[src/rtl/lvl_irq_pkg.sv]
package lvl_irq_pkg;
   // register offsets; software depends on these values
   localparam logic [7:0] OFS_STAT0 = 8'h00;
   localparam logic [7:0] OFS_STAT1 = 8'h04;
   localparam logic [7:0] OFS_ROUTE = 8'h20;
   localparam logic [7:0] OFS_RAW   = 8'h30;
   localparam logic [7:0] OFS_ENSET = 8'h34;
   localparam logic [7:0] OFS_ENCLR = 8'h38;

   typedef enum logic [2:0] {
      RS_NONE, RS_STAT0, RS_STAT1, RS_ROUTE, RS_RAW, RS_ENSET, RS_ENCLR
   } reg_sel_e;
endpackage

[src/rtl/lvl_irq_regs.sv]
module lvl_irq_regs #(
   parameter int NUM_SRC = 32
) (
   input  logic               clk,
   input  logic               rst_n,
   input  logic               set_we,
   input  logic               clr_we,
   input  logic               route_we,
   input  logic [NUM_SRC-1:0] wbits,
   output logic [NUM_SRC-1:0] en_q,
   output logic [NUM_SRC-1:0] route_q
);
   always_ff @(posedge clk) begin
      if (!rst_n) begin
         en_q    <= '0;
         route_q <= '0;
      end else begin
         if (set_we)   en_q    <= en_q | wbits;
         if (clr_we)   en_q    <= en_q & ~wbits;
         if (route_we) route_q <= wbits;
      end
   end

   AST_SET_HITS: assert property (@(posedge clk) disable iff (!rst_n)
      set_we |=> ((en_q & $past(wbits)) == $past(wbits)));
   AST_SET_KEEPS: assert property (@(posedge clk) disable iff (!rst_n)
      set_we |=> ((en_q & ~$past(wbits)) == ($past(en_q) & ~$past(wbits))));
   AST_CLR_HITS: assert property (@(posedge clk) disable iff (!rst_n)
      clr_we |=> ((en_q & $past(wbits)) == '0));
   AST_EN_QUIET: assert property (@(posedge clk) disable iff (!rst_n)
      !(set_we || clr_we) |=> $stable(en_q));
endmodule

[src/rtl/lvl_irq_route.sv]
module lvl_irq_route #(
   parameter int NUM_SRC = 32
) (
   input  logic [NUM_SRC-1:0] level,
   input  logic [NUM_SRC-1:0] en,
   input  logic [NUM_SRC-1:0] route,
   output logic [NUM_SRC-1:0] stat0,
   output logic [NUM_SRC-1:0] stat1
);
   for (genvar i = 0; i < NUM_SRC; i++) begin : g_src
      logic live;
      assign live     = level[i] & en[i];
      assign stat0[i] = live & ~route[i];
      assign stat1[i] = live &  route[i];
   end
endmodule

[src/rtl/lvl_irq_ctrl.sv]
module lvl_irq_ctrl
   import lvl_irq_pkg::*;
#(
   parameter int NUM_SRC   = 32,
   parameter int DATA_W    = 32,
   parameter int ADDR_W    = 8,
   parameter bit SAMPLE_IN = 1'b1
) (
   input  logic               clk,
   input  logic               rst_n,
   input  logic [NUM_SRC-1:0] irq_src,
   input  logic               bus_sel,
   input  logic               bus_wr,
   input  logic [ADDR_W-1:0]  bus_addr,
   input  logic [DATA_W-1:0]  bus_wdata,
   output logic [DATA_W-1:0]  bus_rdata,
   output logic [1:0]         cpu_irq
);
   localparam int GATE_BIT = NUM_SRC - 1;

   if (NUM_SRC < 2 || NUM_SRC > DATA_W) begin : g_bad_src
      $error("NUM_SRC must lie in 2..DATA_W");
   end
   if (ADDR_W < 8) begin : g_bad_addr
      $error("ADDR_W must be at least 8");
   end

   logic [NUM_SRC-1:0] level, en_q, route_q, stat0, stat1;
   reg_sel_e           rsel;
   logic               do_wr, do_rd, gate;

   // sample stage variant
   if (SAMPLE_IN) begin : g_sample
      logic [NUM_SRC-1:0] lvl_q;
      always_ff @(posedge clk) begin
         if (!rst_n) lvl_q <= '0;
         else        lvl_q <= irq_src;
      end
      assign level = lvl_q;
   end else begin : g_direct
      assign level = irq_src;
   end

   always_comb begin
      if      (bus_addr == ADDR_W'(OFS_STAT0)) rsel = RS_STAT0;
      else if (bus_addr == ADDR_W'(OFS_STAT1)) rsel = RS_STAT1;
      else if (bus_addr == ADDR_W'(OFS_ROUTE)) rsel = RS_ROUTE;
      else if (bus_addr == ADDR_W'(OFS_RAW))   rsel = RS_RAW;
      else if (bus_addr == ADDR_W'(OFS_ENSET)) rsel = RS_ENSET;
      else if (bus_addr == ADDR_W'(OFS_ENCLR)) rsel = RS_ENCLR;
      else                                     rsel = RS_NONE;
   end

   assign do_wr = bus_sel &  bus_wr;
   assign do_rd = bus_sel & ~bus_wr;

   lvl_irq_regs #(.NUM_SRC(NUM_SRC)) u_regs (
      .clk      (clk),
      .rst_n    (rst_n),
      .set_we   (do_wr && rsel == RS_ENSET),
      .clr_we   (do_wr && rsel == RS_ENCLR),
      .route_we (do_wr && rsel == RS_ROUTE),
      .wbits    (bus_wdata[NUM_SRC-1:0]),
      .en_q     (en_q),
      .route_q  (route_q)
   );

   lvl_irq_route #(.NUM_SRC(NUM_SRC)) u_route (
      .level (level),
      .en    (en_q),
      .route (route_q),
      .stat0 (stat0),
      .stat1 (stat1)
   );

   assign gate = en_q[GATE_BIT];

   always_ff @(posedge clk) begin
      if (!rst_n) begin
         cpu_irq   <= '0;
         bus_rdata <= '0;
      end else begin
         cpu_irq <= {gate & (|stat1), gate & (|stat0)};
         if (do_rd) begin
            unique case (rsel)
               RS_STAT0:          bus_rdata <= DATA_W'(stat0);
               RS_STAT1:          bus_rdata <= DATA_W'(stat1);
               RS_ROUTE:          bus_rdata <= DATA_W'(route_q);
               RS_RAW:            bus_rdata <= DATA_W'(level);
               RS_ENSET, RS_ENCLR: bus_rdata <= DATA_W'(en_q);
               default:           bus_rdata <= '0;
            endcase
         end else begin
            bus_rdata <= '0;
         end
      end
   end

   AST_GATE_HOLDS: assert property (@(posedge clk) disable iff (!rst_n)
      (|cpu_irq) |-> $past(gate));
   AST_ROUTE_EXCL: assert property (@(posedge clk) disable iff (!rst_n)
      (stat0 & stat1) == '0);
   AST_OUT0_SRC: assert property (@(posedge clk) disable iff (!rst_n)
      cpu_irq[0] |-> $past(|stat0));
   AST_OUT1_SRC: assert property (@(posedge clk) disable iff (!rst_n)
      cpu_irq[1] |-> $past(|stat1));
   AST_RD_IDLE: assert property (@(posedge clk) disable iff (!rst_n)
      !do_rd |=> (bus_rdata == '0));
endmodule

[config.mk]
export PLATFORM = sky130hd
export DESIGN_NAME = lvl_irq_ctrl
export DESIGN_NICKNAME = d
export VERILOG_FILES = /design/src/rtl/lvl_irq_pkg.sv /design/src/rtl/lvl_irq_regs.sv /design/src/rtl/lvl_irq_route.sv /design/src/rtl/lvl_irq_ctrl.sv
export SDC_FILE = /design/constraint.sdc
export NUM_CORES = 1
export LEC_CHECK = 0
export ABC_CLOCK_PERIOD_IN_PS = 2800
export BUFFER_PORTS_ARGS = -buffer_cell sky130_fd_sc_hd__buf_2
export CORE_UTILIZATION = 26
export CTS_CLUSTER_DIAMETER = 60
export DETAILED_ROUTE_END_ITERATION = 7
export GPL_ROUTABILITY_DRIVEN = 0
export GPL_TIMING_DRIVEN = 1
export PLACE_DENSITY = 0.52
export SYNTH_ARGS = -nofsm -noshare
export SYNTH_HDL_FRONTEND = slang
export SYNTH_SLANG_ARGS = --single-unit
export TNS_END_PERCENT = 5
[constraint.sdc]
create_clock -name clk -period 2.8 [get_ports clk]
set_input_delay 0.56 -clock clk [delete_from_list [all_inputs] [get_ports clk]]
set_output_delay 0.56 -clock clk [all_outputs]
set_load 0.02 [all_outputs]
# After elaboration in Yosys (flattened, before gate mapping)
# Cells that the tools add are included.
# classes
reduce_logical,9
eq_ne,11
n_mux,9
bitwise,136
# op_table
operator,count
32-bit case mux with 5 select lines,1
1-bit AND,100
32-bit two-way mux,2
32-bit OR reduction,2
1-bit inverter,33
32-bit AND,1
8-bit by 6-bit equality test with 1-bit output (second input constant),4
32-bit inverter,1
32-bit OR,1
3-bit two-way mux,6
3-bit equality test (second input constant),3
8-bit by 3-bit equality test with 1-bit output (second input constant),1
8-bit zero test,1
3-bit by 2-bit equality test with 1-bit output (second input constant),2
3-bit by 1-bit equality test with 1-bit output (second input constant),1
1-bit logical AND,3
2-bit AND reduction,1
2-bit nonzero test,1
2-bit OR reduction,1
# totals
ff_bits,130
out_inout_bits,34
inputBits,76
wordCells,170

# Longest topological paths before layout
# Gate-level depths: netlist of the first run.
# logic_depth
ltp_word,11
ltp_mapped,7

# Cells and area by module
# A second synthesis of the first run with hierarchy kept.
# unflattened
hier_cells,636
hier_area_um2,6473.7
# modules_own_cells
mod,cells_each,area_each_um2,n_inst,seq_area_each_um2
lvl_irq_ctrl,363,3485.8,1,1321.3
lvl_irq_regs,209,2467.4,1,1281.2
lvl_irq_route,64,520.5,1,0.0

# Worst setup path after synthesis of the first run
# OpenSTA, ideal clock, no wires.
# synth_timing
path_type,input -> register
from,input port bus_addr[7]
to,register with a tool-made name
required_time_ps,2683
t_arrival_ps,2079
path_slack_ps,603
n_path_buf,2
setup_time_ps,117
stages,6
cell_sequence,or4_4 -> buf_6 -> nor4_4 -> buf_6 -> nand2_1 -> a32o_1
# synth_lines
element,line,source
start: declaration,lvl_irq_ctrl.sv:14,"input logic [ADDR_W-1:0] bus_addr,"

==> results.toml, run 1 <==
[clocking]
htreeDepth = 4
cts.sinks = 130
cts_hold_buf = 0
clock_latency_ps = 430
clockBufferDepth = 2
cts_buffers = 17
path_clk_slew_ps = 60
cts_root_buf = "clkbuf_16"
postCtsSetupBuffers = 0
cts_tree = "built"
cts-resized-gates = 0

[synthesis]
syn_nets = 735
synth_top_area_share_pct = 44.2
synth_seq_cells = 130
avgSynthCellArea_um2 = 8.94
synth_area_um2 = 5890
yosysWarnings = 0
ys_top_cells_by_count = "dfxtp_1 (130), nand2_1 (125), a21oi_1 (35), nand4_1 (35)"
synth.most_common_cell = "dfxtp_1"
synth-edff-count = 0
syn_inst = 659
yosysTopAreaCell = "dfxtp_1"
synth_cell_types = 37
ys.flop_type = "dfxtp_1"
ys_seq_area_share_pct = 44.2
async_flop_share_pct = 0
synth.area.top_cells = "dfxtp_1 (44%), nand2_1 (8.0%), a32o_1 (5.3%)"

[status]
violations = "DRC"
status = "finished with violations"

[power]
clock_power_share_pct = 52.6
p_int_mw = 3.42
power_density_nw_per_um2 = 607
share_comb_of_total_power_pct = 4.8
peakVddDrop_mv = 0.328
p_leak_nw = 2.64
netSwitchingFraction_pct = 23.5
p_sw_mw = 1.05
seq_power_share_pct = 42.6

[timing]
post-route-period-util_pct = 69.0
period_needed_ps = 1930
setup_violations = 0
setup_slack_ps = 867
hold_ws_ps = 333
hold_violations = 0
slew_headroom_pct = 67.6
drv_slew = 0
rsz0062_at_grt = "no"
fmax_mhz = 517
skew_ps = 7.37
worst_slew_pin_slew_ps = 485
fin_tns_setup_ps = 0

[route]
first_iter_violations = 413
drt.antenna.violating_nets = 0
drc = 12
viasPerCell = 5.14
wl_per_cell_um = 19.3
vias = 5424
wirelength_mm = 20.4
drt_pre_antenna_iters = 7

[critical_path]
cp_max_fo = 16
cp.arrival_ps = 2250
critPathCaptureType = "register"
crit_path_start_kind = "input pin"
critical_path_required_ps = 3120
crit_type = "in2reg"

[global_routing]
grt_overflow = 0
antenna_found_initial = 0
grt_max_degree = 51
grt_pass1_wl_mm = 31.4
grt_pass1_vias = 5234
grt_util_all_layers_pct = 17.9

[hold_path]
hold_path.class = "in2reg"

[layout]
final_cells = 1056
area_delta_synth_final_pct = 25.0
drive_gt1_share_pct = 25.0
fin_nets = 838

[placement]
io_buffers = 109
placed_cells = 1023
dpl_worst_slack_ps = 445
hpwl_mm = 14.0

[die]
coreArea_um2 = 22000
ios = 110
start_util_pct = 26.8
rows = 54
dieArea_um2 = 23300
die_w_um = 153
die_h_um = 153

[flow_run]
max_cap_violations = 0
-- cell type report --
type / count / area [µm²]
tap: 280 / 350
clock inverter: 12 / 155
inverter: 2 / 7.51
sequential: 130 / 2600
fill: 2314 / 14700
multi-input combinational: 480 / 3070
timing repair buffer: 131 / 723
clock buffer: 20 / 457
antenna: 1 / 2.50
-- through the flow --
step	total power [mW]	util (%)	area (µm²)
2_1_floorplan	2.05	-	5890
3_3_place_gp	2.16	30.7	6750
3_5_place_dp	2.16	30.7	6750
4_1_cts	4.51	33.4	7360
5_1_grt	4.62	33.4	7360
6_report	4.47	33.4	7370
-- cell families (layout without fill, tap and decap cells) --
family	count (synthesis)	in the layout	synth area share (%)
buffers and inverters	49	165	3.86
flip-flops	130	130	44.2
multiplexers	32	32	5.99
other	0	1	0
AND/OR/NAND/NOR	269	269	23.0
AO/OA/AOI/OAI	146	146	18.1
XOR/XNOR	33	33	4.90
-- placed cells by master, fill, tap and decap left out, types with 27 or more instances in the layout --
cell type	Yosys	final
buf_2	11	109
a32o_1	31	31
dfxtp_1	130	130
xnor2_1	27	27
and2_1	32	32
a21oi_1	35	35
nand2_1	125	125
nand3_1	32	32
a21boi_0	32	32
nand4_1	35	35
-- routing by layer --
metal,vias to the layer above,global-route usage (%),part of all wire [%]
met1,2592,23.6,45
met5,-,0,0
li1,2594,-,-
met4,0,7.41,2.4
met2,208,27.7,46
met3,30,4.47,7.0
-- worst max-delay path, cell delays in order --
cell and delay [ps]:
buf_2 100, or4_4 620, nor4_4 330, buf_4 290, nand2_1 80, a32o_1 260
-- power groups by stage --
stage | combinational (mW) | sequential (mW) | clock, mW
after floorplan | 0.116 | 1.93 | 0
after global placement | 0.215 | 1.95 | 0
after detailed placement | 0.216 | 1.95 | 0
after CTS | 0.217 | 1.91 | 2.39
after global routing | 0.235 | 1.91 | 2.47
final | 0.216 | 1.91 | 2.35
-- worst paths after layout --
kind / from / endpoint / slack (ps) / cells past startpoint
hold reg to reg: register / bus_rdata[14] / 490 / 2
setup / recovery: bus_addr[7] / register / 870 / 6
hold / removal: irq_src[16] / g_sample.lvl_q[16] / 330 / 2
setup reg to reg: u_regs.route_q[7] / cpu_irq[0] / 1310 / 4
No activity file was read; power rests on OpenSTA's default activity.
==> run 2, diff against run 1 <==
--- a/config.mk
+++ b/config.mk
@@ -5,14 +5,14 @@
 export SDC_FILE = /design/constraint.sdc
 export NUM_CORES = 1
 export LEC_CHECK = 0
-export ABC_CLOCK_PERIOD_IN_PS = 2800
+export ABC_CLOCK_PERIOD_IN_PS = 1700
 export BUFFER_PORTS_ARGS = -buffer_cell sky130_fd_sc_hd__buf_2
 export CORE_UTILIZATION = 26
 export CTS_CLUSTER_DIAMETER = 60
 export DETAILED_ROUTE_END_ITERATION = 7
 export GPL_ROUTABILITY_DRIVEN = 0
 export GPL_TIMING_DRIVEN = 1
-export PLACE_DENSITY = 0.52
+export PLACE_DENSITY = 0.54
 export SYNTH_ARGS = -nofsm -noshare
 export SYNTH_HDL_FRONTEND = slang
 export SYNTH_SLANG_ARGS = --single-unit
==> constraint.sdc (replaced) <==
create_clock -name clk -period 1.7 [get_ports clk]
set_input_delay 0.34 -clock clk [delete_from_list [all_inputs] [get_ports clk]]
set_output_delay 0.34 -clock clk [all_outputs]
set_load 0.02 [all_outputs]
==> run 2 against run 1 <==
The flow still finishes with violations (DRC). Register-to-register slack got worse by 1100 ps. Final cell count rose by 0.66%. Via count fell by 1.7%. Utilization rose by 0.94 points. Clock skew fell by 2.4 ps. Clock power rose by 60%. Critical path depth did not move. Hold slack got worse by 210 ps. Sequential power rose by 64%. Wire length fell by 2.1%. Largest cell class unchanged.
==> results.toml, run 2 (synthesis results as in run 1) <==
[status]
status = "finished with violations"
violations = "DRC"

[clocking]
postCtsSetupBuffers = 0
path_clk_slew_ps = 60
cts_buffers = 17
cts.sinks = 130
clockBufferDepth = 2
cts_root_buf = "clkbuf_16"
cts_tree = "built"
htreeDepth = 4
clock_latency_ps = 420

[hold_path]
whs_path_depth = 2
hp-start = "irq_src[4]"
min_to = "g_sample.lvl_q[4]"
hold_path.class = "in2reg"

[layout]
area_delta_synth_final_pct = 28.5
layout_common_cells = "dfxtp_1 (130), nand2_1 (125), buf_2 (109)"
fin_nets = 845
post-route-util_pct = 34.4
drive_gt1_share_pct = 25.8
finalInstanceArea_um2 = 7570
n_fill_cell = 2304
layout_commonest_cell = "dfxtp_1"

[timing]
hold_ws_ps = 122
fmax_mhz = 610
worst_slew_pin_slew_ps = 522
hold_violations = 0
rsz0062_at_grt = "yes"
skew_ps = 4.92
slew_headroom_pct = 65.0
drv_slew = 0
post-route-period-util_pct = 96.4
setup_violations = 0
period_needed_ps = 1640

[power]
seq_power_share_pct = 43.1
power_density_nw_per_um2 = 961
p_leak_nw = 2.75
clock_power_share_pct = 51.8
share_comb_of_total_power_pct = 5.1
p_int_mw = 5.61
p_sw_mw = 1.67
peakVddDrop_mv = 0.385
p_total_mw = 7.28
netSwitchingFraction_pct = 22.9

[global_routing]
grt_pass1_wl_mm = 30.6
grt_overflow = 0
grt_pass1_vias = 5027
grt_util_all_layers_pct = 17.4
antenna_found_initial = 1
grt_max_degree = 50

[route]
drt.antenna.violating_nets = 0
met1_length_mm = 9.36
drt_pre_antenna_iters = 8
wirelength_mm = 19.9
highest_layer = "met4"
viasPerCell = 5.02
wl_met3_mm = 1.23
wl_per_cell_um = 18.8
first_iter_violations = 384
wl_met2_mm = 9.10
drc = 18
vias = 5334

[critical_path]
crit_path_start_kind = "input pin"
r2r-start = "u_regs.route_q[9]"
cp_max_fo = 9
reg2reg_depth = 3
critPathCaptureType = "register"
cp.arrival_ps = 1990
crit_type = "in2reg"
critical_path_required_ps = 2050
r2r_slack_ps = 220
rr_endpoint = "cpu_irq[0]"

[flow_run]
max_cap_violations = 0

[placement]
hpwl_mm = 14.1
place_area_um2 = 6970
io_buffers = 109

[die]
rows = 54
ios = 110
die_w_um = 153
die_h_um = 153
coreArea_um2 = 22000
start_util_pct = 26.8
dieArea_um2 = 23300
## run 2: changes by cell type in the layout (fill, tap and decap cells not counted)
cell,before,now
buf_12,1,13
buf_4,21,16
clkinv_2,2,4
clkinv_4,0,2
clkinvlp_4,5,3
nor3_2,2,0
nor3_4,1,3
and4_1,2,1
and4_2,0,1
clkbuf_8,2,1
inv_6,2,1
## run 2: layout make-up
cell class	instances	area, µm²	area share, %
clock buffers	19	443	5.85
clock inverters	13	159	2.10
diodes	1	2.50	0.0330
repair buffers	138	926	12.2
inverters	2	7.51	0.0991
well taps	280	350	4.63
flip-flops and latches	130	2600	34.4
multi-input cells	480	3080	40.7
## run 2: how the worst max path moves through the flow
| stage | slack [ps] | depth (start not counted) | end | startpoint |
|---|---|---|---|---|
| 6_report | 60 | 6 | bus_rdata[6] | bus_addr[7] |
| 5_1_grt | -0.3 | 6 | bus_rdata[6] | bus_addr[7] |
| 4_1_cts | 80 | 6 | bus_rdata[19] | bus_addr[7] |
| 3_5_place_dp | -350 | 6 | bus_rdata[19] | bus_addr[7] |
| 3_3_place_gp | -320 | 6 | bus_rdata[20] | bus_addr[7] |
| 2_1_floorplan | -110 | 6 | register | bus_addr[7] |
## run 2: stage by stage
| step | cells | worst slack, ps | setup TNS (ps) |
|---|---|---|---|
| after global routing | 1062 | -0.283 | -0.283 |
| after CTS | 1062 | 77.4 | 0 |
| after floorplan | 659 | -112 | -6080 |
| after detailed placement | 1030 | -352 | -19760 |
| after global placement | 1030 | -318 | -18640 |
| final | 1063 | 61.3 | 0 |
## run 2: worst max-delay path: stages
cell and delay (ps):
buf_2 100, or4_4 630, a221oi_1 240, o211ai_1 270, buf_4 260, a21oi_1 130
## run 2: what timing repair did
item	4_1_cts	5_1_grt
hold buffers	0	0
endpoints found under the setup margin	0	14
resized for setup	0	1
## run 2: power groups by stage
| stage | registers, mW | logic [mW] | clock network, mW |
|---|---|---|---|
| 2_1_floorplan | 3.18 | 0.193 | 0 |
| 5_1_grt | 3.14 | 0.405 | 3.96 |
| 3_5_place_dp | 3.20 | 0.373 | 0 |
| 6_report | 3.14 | 0.372 | 3.77 |
| 3_3_place_gp | 3.20 | 0.373 | 0 |
| 4_1_cts | 3.14 | 0.374 | 3.82 |
## run 2: per-layer routing
metal  GRT usage [%]  up-vias
met5               0        -
met4            4.52        0
met3            4.66       19
met2            27.1      167
met1            23.8     2534
li1                -     2614
==> run 3, diff against run 2 <==
--- a/config.mk
+++ b/config.mk
@@ -13,6 +13,7 @@
 export GPL_ROUTABILITY_DRIVEN = 0
 export GPL_TIMING_DRIVEN = 1
 export PLACE_DENSITY = 0.54
+export RECOVER_POWER = 100
 export SYNTH_ARGS = -nofsm -noshare
 export SYNTH_HDL_FRONTEND = slang
 export SYNTH_SLANG_ARGS = --single-unit
==> run 3 against run 2 <==
The run still ends with DRC left. Clock-buffer cell count unchanged. Maximum frequency down 0.28%. Setup slack worse by 4.6 ps. Sequential power about the same. Hold slack about the same. Sequential share of layout area up 0.36 points. First-iteration DRC count up 30%. Critical path depth unchanged. Final cell count unchanged.
==> results.toml, run 3 (synthesis results as in run 1) <==
[power]
netSwitchingFraction_pct = 22.9
clock_power_share_pct = 51.8
peakVddDrop_mv = 0.384
power_density_nw_per_um2 = 971
seq_power_share_pct = 43.2
share_comb_of_total_power_pct = 5.0
p_total_mw = 7.27
p_leak_nw = 2.57
p_sw_mw = 1.67
p_int_mw = 5.61

[critical_path]
critical_path_required_ps = 2050
r2r_slack_ps = 220
crit_path_start_kind = "input pin"
rr_endpoint = "cpu_irq[0]"
crit_path_start = "bus_addr[7]"
reg2reg_depth = 3
r2r-start = "u_regs.route_q[9]"
crit_type = "in2reg"
cp_max_fo = 9
cp.arrival_ps = 1990
critPathCaptureType = "register"

[placement]
io_buffers = 109
place_area_um2 = 6970
hpwl_mm = 14.1
dpl_worst_slack_ps = -352
placed_cells = 1030

[flow_run]
max_cap_violations = 0

[layout]
fin_nets = 845
layout_commonest_cell = "dfxtp_1"
n_fill_cell = 2325
final_cells = 1063
drive_gt1_share_pct = 21.4
multi_input_comb_area_um2 = 3080
layout_common_cells = "dfxtp_1 (130), nand2_1 (125), buf_2 (74)"
post-route-util_pct = 34.0
area_delta_synth_final_pct = 27.2
finalInstanceArea_um2 = 7490
seqCellArea_um2 = 2600

[global_routing]
grt_pass1_vias = 5027
grt_pass1_wl_mm = 30.6
antenna_found_initial = 1
grt_max_degree = 50
grt_overflow = 0
grt_util_all_layers_pct = 17.4

[timing]
skew_ps = 4.48
rsz0062_at_grt = "yes"
post-route-period-util_pct = 96.7
period_needed_ps = 1640
drv_slew = 0
setup_violations = 0
setup_slack_ps = 56.8
fmax_mhz = 609
slew_headroom_pct = 39.0
fin_tns_setup_ps = 0
hold_violations = 0
worst_slew_pin_slew_ps = 915
hold_ws_ps = 122

[clocking]
htreeDepth = 4
path_clk_slew_ps = 60
cts_root_buf = "clkbuf_16"
cts_buffers = 17
postCtsSetupBuffers = 0
cts.sinks = 130
clock_latency_ps = 420
clockBufferDepth = 2
cts_tree = "built"

[route]
wl_per_cell_um = 18.8
viasPerCell = 4.98
drt_pre_antenna_iters = 6
drt.antenna.violating_nets = 0
wirelength_mm = 19.9
drc = 18
first_iter_violations = 500
vias = 5290

[die]
dieArea_um2 = 23300
rows = 54
coreArea_um2 = 22000
start_util_pct = 26.8
die_h_um = 153
die_w_um = 153
ios = 110

[hold_path]
whs_path_depth = 2
hold_path.class = "in2reg"
hp-start = "irq_src[4]"
min_to = "g_sample.lvl_q[4]"

[status]
violations = "DRC"
status = "finished with violations"
-- run 3: power by group through the flow --
| stage | logic [mW] | clock network [mW] | registers (mW) |
|---|---|---|---|
| 2_1_floorplan | 0.193 | 0 | 3.18 |
| 3_3_place_gp | 0.373 | 0 | 3.20 |
| 3_5_place_dp | 0.373 | 0 | 3.20 |
| 4_1_cts | 0.374 | 3.82 | 3.14 |
| 5_1_grt | 0.400 | 3.96 | 3.14 |
| 6_report | 0.366 | 3.77 | 3.14 |
-- run 3: timing repair --
action,CTS,global route
endpoints found under the hold margin,0,0
setup endpoints to repair,0,14
resized for setup,0,1
hold buffers,0,0
-- run 3: area by class of cell --
| class | instances | area share (%) |
|---|---|---|
| Timing Repair Buffer | 138 | 11.3 |
| Tap cell | 280 | 4.67 |
| Clock inverter | 13 | 2.12 |
| Clock buffer | 19 | 5.91 |
| Inverter | 2 | 0.100 |
| Sequential cell | 130 | 34.7 |
| Antenna cell | 1 | 0.0334 |
| Multi-Input combinational cell | 480 | 41.1 |
-- run 3: how the worst max path moves through the flow --
stage / endpoint / slack, ps / cells past startpoint
6_report: bus_rdata[6] / 60 / 6
5_1_grt: bus_rdata[6] / -0.3 / 6
4_1_cts: bus_rdata[19] / 80 / 6
3_5_place_dp: bus_rdata[19] / -350 / 6
3_3_place_gp: bus_rdata[20] / -320 / 6
2_1_floorplan: register / -110 / 6
-- run 3: routing by layer --
| layer | share of wire, % | GRT usage (%) |
|---|---|---|
| met4 | 1.1 | 4.52 |
| met5 | 0 | 0 |
| met3 | 6.6 | 4.66 |
| met2 | 45 | 27.1 |
| met1 | 47 | 23.8 |
-- run 3: worst max-delay path, stage by stage --
cell and delay [ps]:
buf_2 100, or4_4 630, a221oi_1 260, o211ai_1 270, buf_4 260, a21oi_1 130
